[config.mk]
export PLATFORM = sky130hd
export DESIGN_NAME = swallow_div
export DESIGN_NICKNAME = d
export VERILOG_FILES = /design/src/rtl/swdiv_pkg.sv /design/src/rtl/swdiv_prescaler.sv /design/src/rtl/swdiv_swallow.sv /design/src/rtl/swdiv_main.sv /design/src/rtl/swallow_div.sv
export SDC_FILE = /design/constraint.sdc
export NUM_CORES = 1
export LEC_CHECK = 0
export BUFFER_PORTS_ARGS = -buffer_cell sky130_fd_sc_hd__buf_2
export CORE_MARGIN = 5
export CORE_UTILIZATION = 55
export CTS_BUF_LIST = sky130_fd_sc_hd__clkbuf_8
export DETAILED_ROUTE_END_ITERATION = 8
export GPL_ROUTABILITY_DRIVEN = 0
export PLACE_DENSITY = 0.76
export SYNTH_ARGS = -nofsm -noshare
export SYNTH_HDL_FRONTEND = slang
export SYNTH_SLANG_ARGS = --single-unit
[constraint.sdc]
create_clock -name clk -period 3.45 [get_ports clk]
set_input_delay 0.69 -clock clk [delete_from_list [all_inputs] [get_ports clk]]
set_output_delay 0.69 -clock clk [all_outputs]
set_load 0.005 [all_outputs]
[src/rtl/swdiv_pkg.sv]
package swdiv_pkg;
  parameter int unsigned MAIN_W = 10;
  parameter int unsigned SWAL_W = 5;
  parameter int unsigned BASE_MOD = 32;
  parameter int unsigned MAIN_MIN = 32;
  localparam int unsigned PRE_W = $clog2(BASE_MOD + 1);
endpackage

[src/rtl/swdiv_prescaler.sv]
module swdiv_prescaler #(
  parameter int unsigned BASE  = 32,
  parameter int unsigned CNT_W = 6
) (
  input  logic             clk,
  input  logic             rst_n,
  input  logic             mod_hi,
  output logic [CNT_W-1:0] cnt,
  output logic             wrap
);
  localparam logic [CNT_W-1:0] LAST_LO = CNT_W'(BASE - 1);
  localparam logic [CNT_W-1:0] LAST_HI = CNT_W'(BASE);

  logic [CNT_W-1:0] cnt_nxt;

  always_comb begin
    wrap    = (cnt == (mod_hi ? LAST_HI : LAST_LO));
    cnt_nxt = wrap ? '0 : cnt + 1'b1;
  end

  always_ff @(posedge clk or negedge rst_n) begin
    if (!rst_n) cnt <= '0;
    else        cnt <= cnt_nxt;
  end
endmodule

[src/rtl/swdiv_swallow.sv]
module swdiv_swallow #(
  parameter int unsigned W = 5
) (
  input  logic         clk,
  input  logic         rst_n,
  input  logic         reload,
  input  logic [W-1:0] s_load,
  input  logic         step,
  output logic         mod_hi
);
  logic [W-1:0] left_q, left_nxt;
  logic         en;

  always_comb begin
    mod_hi   = (left_q != '0);
    en       = reload | (step & mod_hi);
    left_nxt = reload ? s_load : left_q - 1'b1;
  end

  always_ff @(posedge clk or negedge rst_n) begin
    if (!rst_n)  left_q <= '0;
    else if (en) left_q <= left_nxt;
  end
endmodule

[src/rtl/swdiv_main.sv]
module swdiv_main #(
  parameter int unsigned W     = 10,
  parameter int unsigned RST_M = 32
) (
  input  logic         clk,
  input  logic         rst_n,
  input  logic         reload,
  input  logic [W-1:0] m_load,
  input  logic         step,
  output logic         last
);
  logic [W-1:0] left_q, left_nxt;
  logic         en;

  always_comb begin
    last     = step & (left_q == W'(1));
    en       = reload | step;
    left_nxt = reload ? m_load : left_q - 1'b1;
  end

  always_ff @(posedge clk or negedge rst_n) begin
    if (!rst_n)  left_q <= W'(RST_M);
    else if (en) left_q <= left_nxt;
  end
endmodule

[src/rtl/swallow_div.sv]
module swallow_div
  import swdiv_pkg::*;
#(
  parameter int unsigned M_W  = MAIN_W,
  parameter int unsigned S_W  = SWAL_W,
  parameter int unsigned BASE = BASE_MOD,
  parameter int unsigned MMIN = MAIN_MIN
) (
  input  logic           clk,
  input  logic           rst_n,
  input  logic           load,
  input  logic [M_W-1:0] m_in,
  input  logic [S_W-1:0] s_in,
  output logic           div_pulse
);
  localparam int unsigned PW = $clog2(BASE + 1);
  localparam logic [M_W-1:0] M_FLOOR = M_W'(MMIN);

  logic           rs_q1, rst_i;
  logic [M_W-1:0] stage_m, m_fix;
  logic [S_W-1:0] stage_s;
  logic [PW-1:0]  pre_cnt;
  logic           pre_end, mod_hi, period_end;

  // Reset: asserted asynchronously, released two edges later
  always_ff @(posedge clk or negedge rst_n) begin
    if (!rst_n) begin
      rs_q1 <= 1'b0;
      rst_i <= 1'b0;
    end else begin
      rs_q1 <= 1'b1;
      rst_i <= rs_q1;
    end
  end

  always_comb m_fix = (m_in < M_FLOOR) ? M_FLOOR : m_in;

  always_ff @(posedge clk or negedge rst_i) begin
    if (!rst_i) begin
      stage_m <= M_FLOOR;
      stage_s <= '0;
    end else if (load) begin
      stage_m <= m_fix;
      stage_s <= s_in;
    end
  end

  swdiv_prescaler #(.BASE(BASE), .CNT_W(PW)) u_pre (
    .clk(clk), .rst_n(rst_i), .mod_hi(mod_hi), .cnt(pre_cnt), .wrap(pre_end)
  );

  swdiv_swallow #(.W(S_W)) u_swl (
    .clk(clk), .rst_n(rst_i), .reload(period_end), .s_load(stage_s),
    .step(pre_end), .mod_hi(mod_hi)
  );

  swdiv_main #(.W(M_W), .RST_M(MMIN)) u_main (
    .clk(clk), .rst_n(rst_i), .reload(period_end), .m_load(stage_m),
    .step(pre_end), .last(period_end)
  );

  assign div_pulse = period_end;
endmodule

==> results.sh <==
export IMPL_fin_setup_tns_ps=0
export IMPL_cts_tree="done"
export IMPL_power_switching_uw=427
export IMPL_slew_violations=0
export IMPL_final_setup_viol_count=0
export IMPL_rsz0062_at_grt="false"
export IMPL_arrival_ps=2320
export IMPL_port_buffers=18
export IMPL_yosysWarnings=0
export IMPL_drtAntennaViolNets=0
export IMPL_r2r_end="u_main.left_q[1]"
export IMPL_ir_drop_mv=0.391
export IMPL_synth_cells=174
export IMPL_synth_yosys_seq_area_share_pct=50.7
export IMPL_detailed_place_area_sq_um=2000
export IMPL_fin_crit_ps=3010
export IMPL_cp_endpoint="div_pulse"
export IMPL_grt_util_all_layers_pct=18.5
export IMPL_drt_iter0_drc=45
export IMPL_postCtsSetupBuffers=0
export IMPL_wl_per_cell_um=15.1
export IMPL_ys_ff_latch=38
export IMPL_critical_path_cell_chain="inv_1 -> ha_1 -> or4b_4 -> nor4_2 -> buf_4 -> o21ai_2 -> inv_1 -> buf_2"
export IMPL_drv_cap=0
export IMPL_max_freq_mhz=332
export IMPL_seqPwrFrac_pct=44.8
export IMPL_dpl_hpwl_mm=2.50
export IMPL_synth_edff_count=0
export IMPL_die_h_um=68.5
export IMPL_finalHoldViolCount=0
export IMPL_synthTopCellsByArea="dfrtp_1, mux2_2, inv_1"
export IMPL_clk_latency_ps=290
export IMPL_tightest_slew_ps=709
export IMPL_nFillCells=279
export IMPL_end_kind="output pin"
export IMPL_remaining_drc_errors=0
export IMPL_cp_depth=8
export IMPL_syn_nets=196
export IMPL_grt_pass1_wl_mm=6.24
export IMPL_fin_skew_ps=9.24
export IMPL_seq_area_sq_um=953
export IMPL_clk_pin_slew_ps=80
export IMPL_hp_class="in -> async"
export IMPL_chipWidth_um=68.5
export IMPL_worstPathRequired_ps=2760
export IMPL_internal_power_uw=1040
export IMPL_status="finished clean"
export IMPL_critPathKind="reg -> out"
export IMPL_reg2reg_depth=7
export IMPL_swShare_pct=29.1
export IMPL_multi_input_area_sq_um=803
export IMPL_timing_rr_start="u_swl.left_q[0]"
export IMPL_rrSetupSlack_ps=920
export IMPL_grt_remaining_overflow=0
export IMPL_syn_area_sq_um=1880
export IMPL_p_leak_uw=0.000968
export IMPL_cts_root_buffer="clkbuf_8"
export IMPL_grt_max_degree=37
export IMPL_crit_slowest_cell="or4b_4"
export IMPL_synth_common_cells="dfrtp_1, inv_1, nor2_1"
export IMPL_worst_slack_ps=437
export IMPL_path_delay_family="simple AND/OR/NAND/NOR gates"
export IMPL_cts_made_buffers=5
export IMPL_area_growth_pct=13.9
export IMPL_core_sq_um=3310
export IMPL_slew_headroom_pct=52.1
export IMPL_nets=216
export IMPL_drive_above_1_share_pct=26.2
export IMPL_hold_buffers=0
export IMPL_stdcell_area_sq_um=2140
export IMPL_first_global_vias=1396
export IMPL_post_place_ws_ps=845
export IMPL_synth_top_area_cell="dfrtp_1"
export IMPL_clkPwrFrac_pct=31.8
export IMPL_num_antenna_cells=0
export IMPL_cp_start_kind="flip-flop"
export IMPL_cts_htree_levels=2
export IMPL_ys_types=43
export IMPL_synth_top_area_share_pct=47.9
export IMPL_fin_crit_sh_pct=87.3
export IMPL_ctsResizeCount=0
export IMPL_power_frac_comb_pct=23.5
export IMPL_die_area_sq_um=4690
export IMPL_cts_sinks=38
export IMPL_clockBufferDepth=2
export IMPL_vias=1365
export IMPL_syn_area_per_cell_sq_um=10.8
export IMPL_cp_startpoint="u_swl.left_q[0]"
export IMPL_yosysMostFrequentCell="dfrtp_1"
export IMPL_crit_path_max_fanout=13
export IMPL_antenna_found_initial=0
export IMPL_rows=21
export IMPL_drt_first_pass_iters=4
export IMPL_powerDensity_nw_per_um2=685
export IMPL_synth_ff_type="dfrtp_1"
export IMPL_critPathBufInv=4
export IMPL_drt_wl_total_mm=3.64
export IMPL_final_util_pct=64.7
export IMPL_max_stage_delay_ps=500
export IMPL_top_level_ports=19
export IMPL_viasPerCell=5.66
export IMPL_async_flop_share_pct=100
export IMPL_cpMostUsedCell="inv_1"
export IMPL_start_util_pct=56.8
[placed cells by master, fill, tap and decap left out, drive strengths merged]
| cell | instances |
|---|---|
| or3 | 1 |
| or4b | 2 |
| or4 | 2 |
| or2 | 2 |
| a21oi | 2 |
| o22ai | 5 |
| o21ai | 9 |
| a2bb2oi | 2 |
| a22o | 1 |
| or3b | 1 |
| nor3 | 5 |
| mux2i | 3 |
| o22a | 5 |
| a22oi | 7 |
| clkbuf | 6 |
| a21boi | 1 |
| ha | 4 |
| dfrtp | 36 |
| dfstp | 2 |
| conb | 1 |
| nand4 | 3 |
| and2 | 1 |
| bufinv | 2 |
| nand2 | 9 |
| nor4b | 1 |
| o2bb2ai | 4 |
| xor2 | 1 |
| nor4 | 3 |
| and3 | 1 |
| mux2 | 12 |
| nor2 | 12 |
| xnor2 | 6 |
| buf | 21 |
| inv | 19 |
| nand3 | 2 |
| o221ai | 1 |
[logic make-up after synthesis]
logic type      Yosys count  synth area share [%]
fa+ha+maj                 4                  2.66
buf+inv                  27                  6.52
compound gates           37                  14.0
other cells               1                 0.200
mux                      15                  8.99
simple gates             45                  13.6
xor+xnor                  7                  3.26
flops                    38                  50.7
[worst min path at each step]
stage	start	endpoint	slack [ps]	cells after the start
final	rst_n	rst_i	160	1
after global routing	rst_n	rs_q1	150	1
after CTS	rst_n	rst_i	160	1
after detailed placement	rst_i	stage_m[8]	300	1
after global placement	rst_i	stage_m[8]	280	1
after floorplan	rs_q1	rst_i	330	0
[power by group through the flow]
stage / Combinational, uW / Sequential, uW / Clock (uW)
2_1_floorplan: 277 / 640 / 0
3_3_place_gp: 328 / 652 / 0
5_1_grt: 394 / 672 / 494
3_5_place_dp: 345 / 660 / 0
4_1_cts: 348 / 656 / 468
6_report: 344 / 657 / 466
[routing by layer]
layer  global-route usage [%]  wire, um
met5                        0         0
met2                     29.4      1800
met4                     9.93       110
met1                     22.3      1580
met3                     5.58       145
[state kept, by name, indices dropped and copies added (netlist names)]
register	cells
rs_q1	1
rst_i	1
stage_m	10
stage_s	5
u_main.left_q	10
u_pre.cnt	6
u_swl.left_q	5
[area by class of cell]
cell class | instances | share of cell area (%)
Multi-Input combinational cell | 109 | 37.5
Clock inverter | 2 | 2.81
Timing Repair Buffer | 21 | 5.26
Sequential cell | 38 | 44.5
Inverter | 19 | 3.33
Clock buffer | 6 | 3.86
Tap cell | 46 | 2.69
[metrics by stage]
stage / cells / hold WS [ps] / total power (uW)
2_1_floorplan: 174 / 331 / 916
3_3_place_gp: 233 / 284 / 981
3_5_place_dp: 233 / 295 / 1000
4_1_cts: 241 / 160 / 1470
5_1_grt: 241 / 149 / 1560
6_report: 241 / 163 / 1470
No activity file was read; power rests on OpenSTA's default activity.
